<file path="src/rtl/bcopy_pkg.sv">
package bcopy_pkg;

   typedef enum logic [2:0] {
      ST_IDLE,
      ST_TEST,
      ST_READ,
      ST_WAIT,
      ST_WRITE,
      ST_DONE,
      ST_INTR
   } bc_state_e;

   localparam int unsigned SEL_W = 3;

   localparam logic [SEL_W-1:0] SEL_SRC_LO = 3'd0;
   localparam logic [SEL_W-1:0] SEL_SRC_HI = 3'd1;
   localparam logic [SEL_W-1:0] SEL_COUNT  = 3'd2;
   localparam logic [SEL_W-1:0] SEL_DST_LO = 3'd3;
   localparam logic [SEL_W-1:0] SEL_DST_HI = 3'd4;
   localparam logic [SEL_W-1:0] SEL_BANK   = 3'd5;

endpackage

</file>
<file path="src/rtl/bcopy_seq.sv">
module bcopy_seq
   import bcopy_pkg::*;
(
   input  logic clk,
   input  logic rst_n,
   input  logic start,
   input  logic cnt_zero,
   input  logic mem_rvalid,
   input  logic irq_req,
   input  logic irq_en,
   output logic swap_en,
   output logic restore_en,
   output logic dec_cnt,
   output logic bump_src,
   output logic bump_dst,
   output logic cap_data,
   output logic mem_req,
   output logic mem_we,
   output logic busy,
   output logic done,
   output logic intr
);

   bc_state_e state_q, state_d;

   always_ff @(posedge clk) begin
      if (!rst_n) state_q <= ST_IDLE;
      else        state_q <= state_d;
   end

   always_comb begin
      state_d    = state_q;
      swap_en    = 1'b0;
      restore_en = 1'b0;
      dec_cnt    = 1'b0;
      bump_src   = 1'b0;
      bump_dst   = 1'b0;
      cap_data   = 1'b0;
      mem_req    = 1'b0;
      mem_we     = 1'b0;
      unique case (state_q)
         ST_IDLE: begin
            if (start) begin
               swap_en = 1'b1;
               state_d = ST_TEST;
            end
         end
         ST_TEST: begin
            if (cnt_zero) begin
               restore_en = 1'b1;
               state_d    = ST_DONE;
            end else begin
               dec_cnt = 1'b1;
               state_d = ST_READ;
            end
         end
         ST_READ: begin
            mem_req  = 1'b1;
            bump_src = 1'b1;
            state_d  = ST_WAIT;
         end
         ST_WAIT: begin
            if (mem_rvalid) begin
               cap_data = 1'b1;
               state_d  = ST_WRITE;
            end
         end
         ST_WRITE: begin
            mem_req  = 1'b1;
            mem_we   = 1'b1;
            bump_dst = 1'b1;
            if (irq_req && irq_en) begin
               restore_en = 1'b1;
               state_d    = ST_INTR;
            end else begin
               state_d = ST_TEST;
            end
         end
         ST_DONE: state_d = ST_IDLE;
         ST_INTR: state_d = ST_IDLE;
         default: state_d = ST_IDLE;
      endcase
   end

   assign busy = (state_q != ST_IDLE);
   assign done = (state_q == ST_DONE);
   assign intr = (state_q == ST_INTR);

endmodule

</file>
<file path="src/rtl/bcopy_regs.sv">
module bcopy_regs
   import bcopy_pkg::*;
#(
   parameter int unsigned ADDR_W = 16,
   parameter int unsigned HI_W   = 2,
   parameter int unsigned CNT_W  = 16,
   parameter int unsigned DATA_W = 16
) (
   input  logic              clk,
   input  logic              rst_n,
   input  logic              ld_en,
   input  logic [SEL_W-1:0]  sel,
   input  logic [DATA_W-1:0] wdata,
   input  logic              dec_cnt,
   input  logic [1:0]        bump,
   input  logic              cap_data,
   input  logic [DATA_W-1:0] mem_rdata,
   output logic [ADDR_W-1:0] src_lo,
   output logic [HI_W-1:0]   src_hi,
   output logic [ADDR_W-1:0] dst_lo,
   output logic [HI_W-1:0]   dst_hi,
   output logic              cnt_zero,
   output logic [DATA_W-1:0] data_q,
   output logic [DATA_W-1:0] rd_val
);

   logic [ADDR_W-1:0] lo_w [2];
   logic [HI_W-1:0]   hi_w [2];
   logic [CNT_W-1:0]  cnt_q;

   // Pointer pair: index 0 is the source, index 1 the destination.
   for (genvar p = 0; p < 2; p++) begin : g_ptr
      localparam logic [SEL_W-1:0] LO_SEL = (p == 0) ? SEL_SRC_LO : SEL_DST_LO;
      localparam logic [SEL_W-1:0] HI_SEL = (p == 0) ? SEL_SRC_HI : SEL_DST_HI;
      logic [ADDR_W-1:0] lo_q;
      logic [HI_W-1:0]   hi_q;

      always_ff @(posedge clk) begin
         if (!rst_n) begin
            lo_q <= '0;
            hi_q <= '0;
         end else begin
            if (ld_en && sel == LO_SEL) lo_q <= wdata[ADDR_W-1:0];
            else if (bump[p])           lo_q <= lo_q + 1'b1;
            if (ld_en && sel == HI_SEL) hi_q <= wdata[HI_W-1:0];
         end
      end

      assign lo_w[p] = lo_q;
      assign hi_w[p] = hi_q;
   end

   always_ff @(posedge clk) begin
      if (!rst_n)                          cnt_q <= '0;
      else if (ld_en && sel == SEL_COUNT)  cnt_q <= wdata[CNT_W-1:0];
      else if (dec_cnt)                    cnt_q <= cnt_q - 1'b1;
   end

   always_ff @(posedge clk) begin
      if (!rst_n)        data_q <= '0;
      else if (cap_data) data_q <= mem_rdata;
   end

   assign src_lo   = lo_w[0];
   assign src_hi   = hi_w[0];
   assign dst_lo   = lo_w[1];
   assign dst_hi   = hi_w[1];
   assign cnt_zero = (cnt_q == '0);

   always_comb begin
      case (sel)
         SEL_SRC_LO: rd_val = DATA_W'(lo_w[0]);
         SEL_SRC_HI: rd_val = DATA_W'(hi_w[0]);
         SEL_COUNT:  rd_val = DATA_W'(cnt_q);
         SEL_DST_LO: rd_val = DATA_W'(lo_w[1]);
         SEL_DST_HI: rd_val = DATA_W'(hi_w[1]);
         default:    rd_val = '0;
      endcase
   end

endmodule

</file>
<file path="src/rtl/bcopy_bank.sv">
module bcopy_bank #(
   parameter int unsigned HI_W   = 2,
   localparam int unsigned BANK_W = 2 * HI_W
) (
   input  logic              clk,
   input  logic              rst_n,
   input  logic              ld_en,
   input  logic [BANK_W-1:0] wdata,
   input  logic              swap_en,
   input  logic              restore_en,
   input  logic [HI_W-1:0]   src_hi,
   input  logic [HI_W-1:0]   dst_hi,
   output logic [BANK_W-1:0] bank_q
);

   logic [BANK_W-1:0] saved_q;

   always_ff @(posedge clk) begin
      if (!rst_n) begin
         bank_q  <= '0;
         saved_q <= '0;
      end else if (swap_en) begin
         saved_q <= bank_q;
         bank_q  <= {src_hi, dst_hi};
      end else if (restore_en) begin
         bank_q <= saved_q;
      end else if (ld_en) begin
         bank_q <= wdata;
      end
   end

endmodule

</file>
<file path="src/rtl/bcopy_engine.sv">
module bcopy_engine
   import bcopy_pkg::*;
#(
   parameter int unsigned ADDR_W = 16,
   parameter int unsigned HI_W   = 2,
   parameter int unsigned CNT_W  = 16,
   parameter int unsigned DATA_W = 16,
   localparam int unsigned BANK_W = 2 * HI_W,
   localparam int unsigned MA_W   = HI_W + ADDR_W
) (
   input  logic              clk,
   input  logic              rst_n,
   input  logic              start,
   output logic              busy,
   output logic              done,
   output logic              intr,
   input  logic              opr_we,
   input  logic [SEL_W-1:0]  opr_sel,
   input  logic [DATA_W-1:0] opr_wdata,
   output logic [DATA_W-1:0] opr_rdata,
   output logic              mem_req,
   output logic              mem_we,
   output logic [MA_W-1:0]   mem_addr,
   output logic [DATA_W-1:0] mem_wdata,
   input  logic              mem_rvalid,
   input  logic [DATA_W-1:0] mem_rdata,
   input  logic              irq_req,
   input  logic              irq_en,
   output logic [BANK_W-1:0] bank
);

   if (ADDR_W > DATA_W || CNT_W > DATA_W || BANK_W > DATA_W) begin : g_bad_width
      $error("bcopy_engine: operand fields must fit in DATA_W");
   end
   if (HI_W < 1 || ADDR_W < 2 || CNT_W < 1) begin : g_bad_size
      $error("bcopy_engine: field widths too small");
   end

   logic              swap_en, restore_en, dec_cnt, bump_src, bump_dst, cap_data;
   logic              cnt_zero, ld_en;
   logic [ADDR_W-1:0] src_lo, dst_lo;
   logic [HI_W-1:0]   src_hi, dst_hi;
   logic [DATA_W-1:0] data_q, rd_val;

   assign ld_en = opr_we && !busy;

   bcopy_seq u_seq (
      .clk        (clk),
      .rst_n      (rst_n),
      .start      (start),
      .cnt_zero   (cnt_zero),
      .mem_rvalid (mem_rvalid),
      .irq_req    (irq_req),
      .irq_en     (irq_en),
      .swap_en    (swap_en),
      .restore_en (restore_en),
      .dec_cnt    (dec_cnt),
      .bump_src   (bump_src),
      .bump_dst   (bump_dst),
      .cap_data   (cap_data),
      .mem_req    (mem_req),
      .mem_we     (mem_we),
      .busy       (busy),
      .done       (done),
      .intr       (intr)
   );

   bcopy_regs #(
      .ADDR_W (ADDR_W),
      .HI_W   (HI_W),
      .CNT_W  (CNT_W),
      .DATA_W (DATA_W)
   ) u_regs (
      .clk       (clk),
      .rst_n     (rst_n),
      .ld_en     (ld_en),
      .sel       (opr_sel),
      .wdata     (opr_wdata),
      .dec_cnt   (dec_cnt),
      .bump      ({bump_dst, bump_src}),
      .cap_data  (cap_data),
      .mem_rdata (mem_rdata),
      .src_lo    (src_lo),
      .src_hi    (src_hi),
      .dst_lo    (dst_lo),
      .dst_hi    (dst_hi),
      .cnt_zero  (cnt_zero),
      .data_q    (data_q),
      .rd_val    (rd_val)
   );

   bcopy_bank #(
      .HI_W (HI_W)
   ) u_bank (
      .clk        (clk),
      .rst_n      (rst_n),
      .ld_en      (ld_en && opr_sel == SEL_BANK),
      .wdata      (opr_wdata[BANK_W-1:0]),
      .swap_en    (swap_en),
      .restore_en (restore_en),
      .src_hi     (src_hi),
      .dst_hi     (dst_hi),
      .bank_q     (bank)
   );

   assign opr_rdata = (opr_sel == SEL_BANK) ? DATA_W'(bank) : rd_val;
   assign mem_addr  = mem_we ? {bank[HI_W-1:0], dst_lo}
                             : {bank[BANK_W-1:HI_W], src_lo};
   assign mem_wdata = data_q;

endmodule

</file>
<file path="config.mk">
export PLATFORM = sky130hd
export DESIGN_NAME = bcopy_engine
export DESIGN_NICKNAME = d
export VERILOG_FILES = /design/src/rtl/bcopy_pkg.sv /design/src/rtl/bcopy_seq.sv /design/src/rtl/bcopy_regs.sv /design/src/rtl/bcopy_bank.sv /design/src/rtl/bcopy_engine.sv
export SDC_FILE = /design/constraint.sdc
export NUM_CORES = 1
export LEC_CHECK = 0
export BUFFER_PORTS_ARGS = -buffer_cell sky130_fd_sc_hd__buf_2
export CAP_MARGIN = 20
export CORE_MARGIN = 3
export CORE_UTILIZATION = 50
export CTS_CLUSTER_DIAMETER = 80
export DETAILED_ROUTE_END_ITERATION = 10
export PLACE_DENSITY = 0.79
export SETUP_SLACK_MARGIN = 0.2
export SLEW_MARGIN = 20
export SYNTH_ARGS = -nofsm -noshare
export SYNTH_HDL_FRONTEND = slang
export SYNTH_HIERARCHICAL = 1
export SYNTH_SLANG_ARGS = --single-unit
export TNS_END_PERCENT = 5
</file>
<file path="constraint.sdc">
create_clock -name clk -period 3.2 [get_ports clk]
set_input_delay 0.16 -clock clk [delete_from_list [all_inputs] [get_ports clk]]
set_output_delay 0.16 -clock clk [all_outputs]
set_load 0.005 [all_outputs]
</file>
==> run_results.csv, run 1 <==
group,metric,value,unit
status,status,"finished clean",
floorplan,dieWidth,104,um
sta,worst_pin_slew,0.944,ns
finish,final_util,61.9,%
global_route,grt_overflow,0,
drt,post_drt_wl_per_cell,17.4,um
floorplan,row_count,34,
critical_path,r2r_start,"u_regs/cnt_q[8]$_SDFFE_PN0P_",
logic_synthesis,yosysTopAreaCellShare,33.2,%
worst_hold_path,worst_hold_path_type,"in -> reg",
logic_synthesis,synth_compound_area_share,15.4,%
pwr,ir_worst_vdd,0.370,mV
placed_design,placed_cells_incl_taps,770,
logic_synthesis,synthCells,568,
placed_design,routabilityCongestion,0.929,
logic_synthesis,synth_flop_cell,"dfxtp_1",
finish,syn_to_final_growth,16.7,%
finish,drive_gt1_share,26.6,%
critical_path,reg2reg_depth,8,
critical_path,path_max_fanout,5,
sta,fin_worst_skew,0.0141,ns
logic_synthesis,synth_area,4760,um^2
finish,stdcell_count,785,
sta,hold_violations,0,
logic_synthesis,synth_edf_count,0,
logic_synthesis,syn_nets,613,
drt,drtAntennaViolNets,0,
floorplan,pin_count,101,
sta,clock.fmax,338,MHz
floorplan,start_util,53.1,%
drt,dr.first_iter.drc_count,262,
global_route,grt_pass1_vias,4506,
logic_synthesis,ys_seq_elements,79,
run,cap_violations,0,
drt,drt_first_pass_iters,5,
sta,finalSetupTns,0,ns
clock_network,worstSkewPairLatency,0.36,ns
logic_synthesis,synth-seq-area-share,33.2,%
finish,diodes,0,
logic_synthesis,ys_warn_count,6,
logic_synthesis,async_flop_share,0,%
clock_network,cts_buffers,9,
critical_path,start_kind,"register",
logic_synthesis,synth_commonest_cells,"dfxtp_1 (79), nor2_1 (78), mux2i_1 (43)",
critical_path,worstSetupEndpoint,"u_bank/bank_q[0]$_SDFFE_PN0P_",
critical_path,critPathKind,"reg -> reg",
clock_network,cts.clk_slew.worst_paths,0.09,ns
finish,nFillCells,792,
critical_path,rrSetupSlack,0.24,ns
clock_network,root_buffer,"clkbuf_8",
critical_path,max_stage_delay,0.57,ns
global_route,grt_max_degree,34,
critical_path,slowest_stage,"or4_4",
global_route,track_usage,25.0,%
logic_synthesis,synth_top_family_by_area,"simple AND/OR/NAND/NOR gates",
pwr,leakage,0.00218,uW
sta,slew_viol_final,0,
logic_synthesis,ys_top_cells_by_area,"dfxtp_1 (33%), mux2i_1 (9.0%), nor2_1 (6.1%)",
critical_path,cpMostUsedCell,"or4_4",
sta,setup_viol,0,
worst_hold_path,hp-start,"mem_rdata[5]",
logic_synthesis,synthSimpleGateAreaFrac,22.8,%
sta,fin_crit,2.96,ns
sta,rsz0062_at_grt,"true",
critical_path,startpoint,"u_regs/cnt_q[8]$_SDFFE_PN0P_",
floorplan,die_h,104,um
global_route,antenna_found_initial,0,
critical_path,cp.arrival,3.20,ns
logic_synthesis,synth_mux_area_share,16.4,%
drt,drt_wl_total,13600,um
logic_synthesis,synth_top_area_cell,"dfxtp_1",
pwr,pwr_density_cell,678,nW/um^2
clock_network,cts_tree,"yes",
logic_synthesis,syn_area_per_cell,8.39,um^2
finish,finalNetCount,700,
clock_network,htreeDepth,3,
critical_path,worst_ep_required_time,3.44,ns
logic_synthesis,synthAdderAreaFrac,0.788,%
global_route,grt_pass1_wl,22300,um
drt,dr_total_vias,4578,
sta,fin_crit_sh,92.5,%
floorplan,coreArea,8980,um^2
sta,relSlewSlack,37.1,%
drt,remaining_drc_errors,0,
placed_design,portBuffers,100,
floorplan,die_area,10700,um^2
logic_synthesis,yosysMostFrequentCell,"dfxtp_1",
drt,vias_per_cell,5.83,
pwr,power,3770,uW
placed_design,dp_hpwl,9590,um
logic_synthesis,synth.distinct_cells,57,
critical_path,r2r-end,"u_bank/bank_q[0]$_SDFFE_PN0P_",
logic_synthesis,synth_xor_xnor_area_share,6.62,%
clock_network,clockBufferDepth,2,
clock_network,clock_sinks,79,
critical_path,end_kind,"register",
critical_path,worstPathCellList,"or4_4 > or4_4 > nor4_2 > nand2_1 > a21oi_2 > mux2_2 > o2111ai_1 > o21ai_1",
-- how the worst min path moves through the flow --
stage,cells after the start,endpoint
after floorplan,2,u_regs/cnt_q[14]$_SDFFE_PN0P_
after global placement,3,u_regs/data_q[12]$_SDFFE_PN0P_
after detailed placement,3,u_regs/data_q[4]$_SDFFE_PN0P_
after CTS,3,u_regs/data_q[13]$_SDFFE_PN0P_
after global routing,3,u_regs/data_q[13]$_SDFFE_PN0P_
final,3,u_regs/data_q[5]$_SDFFE_PN0P_
-- metrics by stage --
stage                     area (um^2)  worst slack (ns)  hold WS [ns]
final                            5560             0.239        0.0306
after global routing             5560            0.0648        0.0368
after CTS                        5550             0.267        0.0222
after detailed placement         5350            0.0988         0.404
after global placement           5350             0.201         0.392
after floorplan                  4760             0.178         0.298
-- what timing repair did --
item,CTS,global route
hold endpoints to repair,0,0
hold buffers,0,0
gates resized for setup,2,1
setup buffers,0,0
gates cloned,0,0
setup endpoints to repair,4,11
-- where the power goes --
part / leakage, uW / internal, uW / switching, uW
registers: 0.000641 / 1160 / 269
logic: 0.00145 / 785 / 793
clock network: 0.0000879 / 360 / 396
total: 0.00218 / 2310 / 1460
-- metal layers --
metal | share of wire [%] | routed length, um | global-route usage, %
met1 | 42 | 5720 | 31.7
met4 | 2.4 | 321 | 8.45
met5 | 0 | 0 | 0
met2 | 47 | 6440 | 41.6
met3 | 8.4 | 1150 | 6.34
-- sequential cells by signal (all words and copies together), names as in the netlist --
register	cells
u_bank/bank_q	4
u_bank/saved_q	4
u_regs/cnt_q	16
u_regs/data_q	16
u_regs/dst_hi	2
u_regs/dst_lo	16
u_regs/src_hi	2
u_regs/src_lo	16
u_seq/state_q	3
-- layout by cell type (no fill, tap or decap), types with 2 or more instances in the layout --
master / n
o31ai_1: 6
o21ai_0: 39
o21a_1: 3
o21ai_1: 3
nand2_1: 24
ha_1: 3
xor2_1: 7
mux2i_1: 43
a211oi_1: 14
a21oi_1: 41
buf_4: 15
inv_1: 9
nand3b_1: 2
and2_1: 12
nor3_1: 10
or2_2: 3
buf_2: 100
xnor2_1: 29
or3_1: 7
nand2b_1: 9
clkinvlp_4: 3
and3_1: 4
nor4_1: 12
nor2_1: 77
o2111ai_1: 3
clkbuf_8: 9
mux2_2: 16
mux2_4: 10
nand4_1: 7
o21ai_2: 2
or4_1: 6
nand4b_1: 3
dfxtp_1: 79
or4_4: 2
nand3_1: 7
nor2b_1: 8
a31oi_1: 7
-- critical path, delay by kind of cell (launching register included) --
family	cells	cell delay, ns
and+or+nand+nor	4	1.52
muxes	1	0.37
DFF	1	0.36
AOI/OAI and AO/OA	3	0.59
-- logic make-up (layout without fill, tap and decap cells) --
logic type                 Yosys count  count (layout)
and+or+nand+nor                    207             207
AOI/OAI and AO/OA                  124             124
DFF                                 79              79
muxes                               70              70
buffers and inverters               49             140
xor gates and xnor gates            36              36
adders and majority gates            3               3
-- final cells by class --
type / instances / area (um^2) / area share, %
clock inverter: 6 / 70.1 / 1.26
tap: 126 / 158 / 2.84
sequential: 79 / 1580 / 28.4
inverter: 10 / 37.5 / 0.675
multi-input combinational: 440 / 2980 / 53.5
clock buffer: 9 / 124 / 2.23
timing repair buffer: 115 / 613 / 11.0
Note: power is estimated with default switching activity, not from simulation.
==> run 2, diff against run 1 <==
--- a/config.mk
+++ b/config.mk
@@ -8,10 +8,10 @@
 export BUFFER_PORTS_ARGS = -buffer_cell sky130_fd_sc_hd__buf_2
 export CAP_MARGIN = 20
 export CORE_MARGIN = 3
-export CORE_UTILIZATION = 50
+export CORE_UTILIZATION = 55
 export CTS_CLUSTER_DIAMETER = 80
 export DETAILED_ROUTE_END_ITERATION = 10
-export PLACE_DENSITY = 0.79
+export PLACE_DENSITY = 0.82
 export SETUP_SLACK_MARGIN = 0.2
 export SLEW_MARGIN = 20
 export SYNTH_ARGS = -nofsm -noshare
==> constraint.sdc (replaced) <==
create_clock -name clk -period 3.1 [get_ports clk]
set_input_delay 0.155 -clock clk [delete_from_list [all_inputs] [get_ports clk]]
set_output_delay 0.155 -clock clk [all_outputs]
set_load 0.005 [all_outputs]
==> run 2 against run 1 <==
Clock skew fell by 0.0034 ns. Final cell count fell by 2.4%. Routed wire length fell by 2.0%. Sequential share of layout area barely moved. Design area barely moved. Clock-buffer cell count did not move. Largest power group unchanged.
==> run_results.csv, run 2 (synthesis gave the netlist of run 1 again) <==
group,metric,value,unit
sta,rsz0062_at_grt,"true",
clock_network,cts_tree,"yes",
sta,hold_violations,0,
worst_hold_path,worst_hold_path_type,"in -> reg",
clock_network,hold_buffers,0,
run,cap_violations,0,
drt,post_drt_wl_per_cell,17.4,um
critical_path,rrSetupSlack,0.24,ns
finish,syn_to_final_growth,16.7,%
drt,drt_first_pass_iters,5,
placed_design,dp_hpwl,9710,um
critical_path,cp.arrival,3.11,ns
critical_path,worstSetupEndpoint,"u_bank/bank_q[3]$_SDFFE_PN0P_",
sta,fin_worst_skew,0.0107,ns
clock_network,cts.clk_slew.worst_paths,0.10,ns
finish,finalNetCount,701,
sta,finalSetupTns,0,ns
critical_path,worst_ep_required_time,3.36,ns
clock_network,clockBufferDepth,2,
placed_design,portBuffers,100,
critical_path,startpoint,"u_regs/cnt_q[8]$_SDFFE_PN0P_",
status,status,"finished clean",
floorplan,start_util,57.4,%
finish,drive_gt1_share,26.9,%
global_route,track_usage,27.0,%
floorplan,row_count,33,
global_route,grt_max_degree,48,
floorplan,pin_count,101,
drt,drt_wl_total,13400,um
sta,fin_crit_sh,92.2,%
critical_path,reg2reg_depth,10,
sta,worst_pin_slew,0.939,ns
drt,vias_per_cell,5.98,
global_route,grt_overflow,0,
critical_path,path_max_fanout,5,
sta,slew_viol_final,0,
placed_design,routabilityCongestion,0.897,
critical_path,critPathKind,"reg -> reg",
sta,setup_viol,0,
floorplan,die_h,99.1,um
placed_design,detailedPlace.worstSlack,0.152,ns
global_route,grt_pass1_wl,21300,um
pwr,power,3980,uW
pwr,pwr_density_cell,716,nW/um^2
clock_network,root_buffer,"clkbuf_8",
sta,post-route-worst-setup-slack,0.242,ns
sta,relSlewSlack,37.4,%
clock_network,htreeDepth,3,
clock_network,clock_sinks,79,
global_route,antenna_found_initial,0,
floorplan,coreArea,8300,um^2
drt,dr.first_iter.drc_count,252,
floorplan,die_area,9810,um^2
sta,clock.fmax,350,MHz
floorplan,dieWidth,99.1,um
critical_path,r2r-end,"u_bank/bank_q[3]$_SDFFE_PN0P_",
finish,final_common_cell,"buf_2",
clock_network,cts_buffers,9,
global_route,grt_pass1_vias,4356,
critical_path,r2r_start,"u_regs/cnt_q[8]$_SDFFE_PN0P_",
clock_network,worstSkewPairLatency,0.37,ns
pwr,leakage,0.00220,uW
pwr,ir_worst_vdd,0.521,mV
critical_path,start_kind,"register",
finish,final_cell_mix,"buf_2 (100), dfxtp_1 (78), nor2_1 (77)",
drt,drtAntennaViolNets,0,
finish,diodes,0,
sta,fin_crit,2.86,ns
drt,dr_total_vias,4579,
drt,remaining_drc_errors,0,
critical_path,end_kind,"register",
## run 2: worst min-delay path by stage
stage                              from                        endpoint  cells past startpoint  slack [ns]
after detailed placement  mem_rdata[15]  u_regs/data_q[15]$_SDFFE_PN0P_                      3        0.40
after global routing      mem_rdata[13]  u_regs/data_q[13]$_SDFFE_PN0P_                      3        0.02
final                     mem_rdata[12]  u_regs/data_q[12]$_SDFFE_PN0P_                      3        0.02
after CTS                 mem_rdata[15]  u_regs/data_q[15]$_SDFFE_PN0P_                      3        0.01
after global placement     mem_rdata[6]   u_regs/data_q[6]$_SDFFE_PN0P_                      3        0.39
after floorplan                   rst_n   u_regs/cnt_q[14]$_SDFFE_PN0P_                      2        0.29
## run 2: cell type report
type | instances | area, um^2
Multi-Input combinational cell | 440 | 3000
Clock buffer | 9 | 124
Clock inverter | 7 | 62.6
Timing Repair Buffer | 116 | 621
Tap cell | 105 | 131
Inverter | 10 | 37.5
Sequential cell | 79 | 1580
Fill cell | 696 | 2740
## run 2: critical path, stage by stage (launching register included)
cell	delay [ns]
dfxtp_2	0.35
or4_4	0.57
or4_4	0.47
nor4_4	0.26
buf_4	0.16
nand2_1	0.04
a21oi_1	0.14
buf_4	0.16
mux2_2	0.33
o2111ai_1	0.17
o21ai_1	0.08
## run 2: where the power goes
group,total [uW],internal [uW],switching (uW)
clock network,756,311,445
logic,1770,874,895
registers,1460,1200,255
total,3980,2390,1600
## run 2: repair_timing
action / in CTS / in global routing
buffers inserted: 0 / 1
setup endpoints to repair: 8 / 9
pin swaps: 0 / 1
gates resized for setup: 2 / 5
## run 2: layer usage
metal,wire (um),part of all wire (%),vias to the layer above,global-route usage [%]
li1,-,-,2208,-
met1,5480,41,2130,33.5
met2,6320,47,202,44.4
met3,1000,7.5,39,5.02
met4,558,4.2,0,13.9
met5,0,0,-,0
## run 2: through the flow
stage	instance area, um^2	hold slack [ns]	cells	utilization [%]
after detailed placement	5320	0.400	749	64.1
after CTS	5520	0.0138	765	66.5
after global placement	5320	0.389	749	64.1
after global routing	5560	0.0230	766	67.0
final	5560	0.0170	766	67.0
after floorplan	4760	0.293	568	-
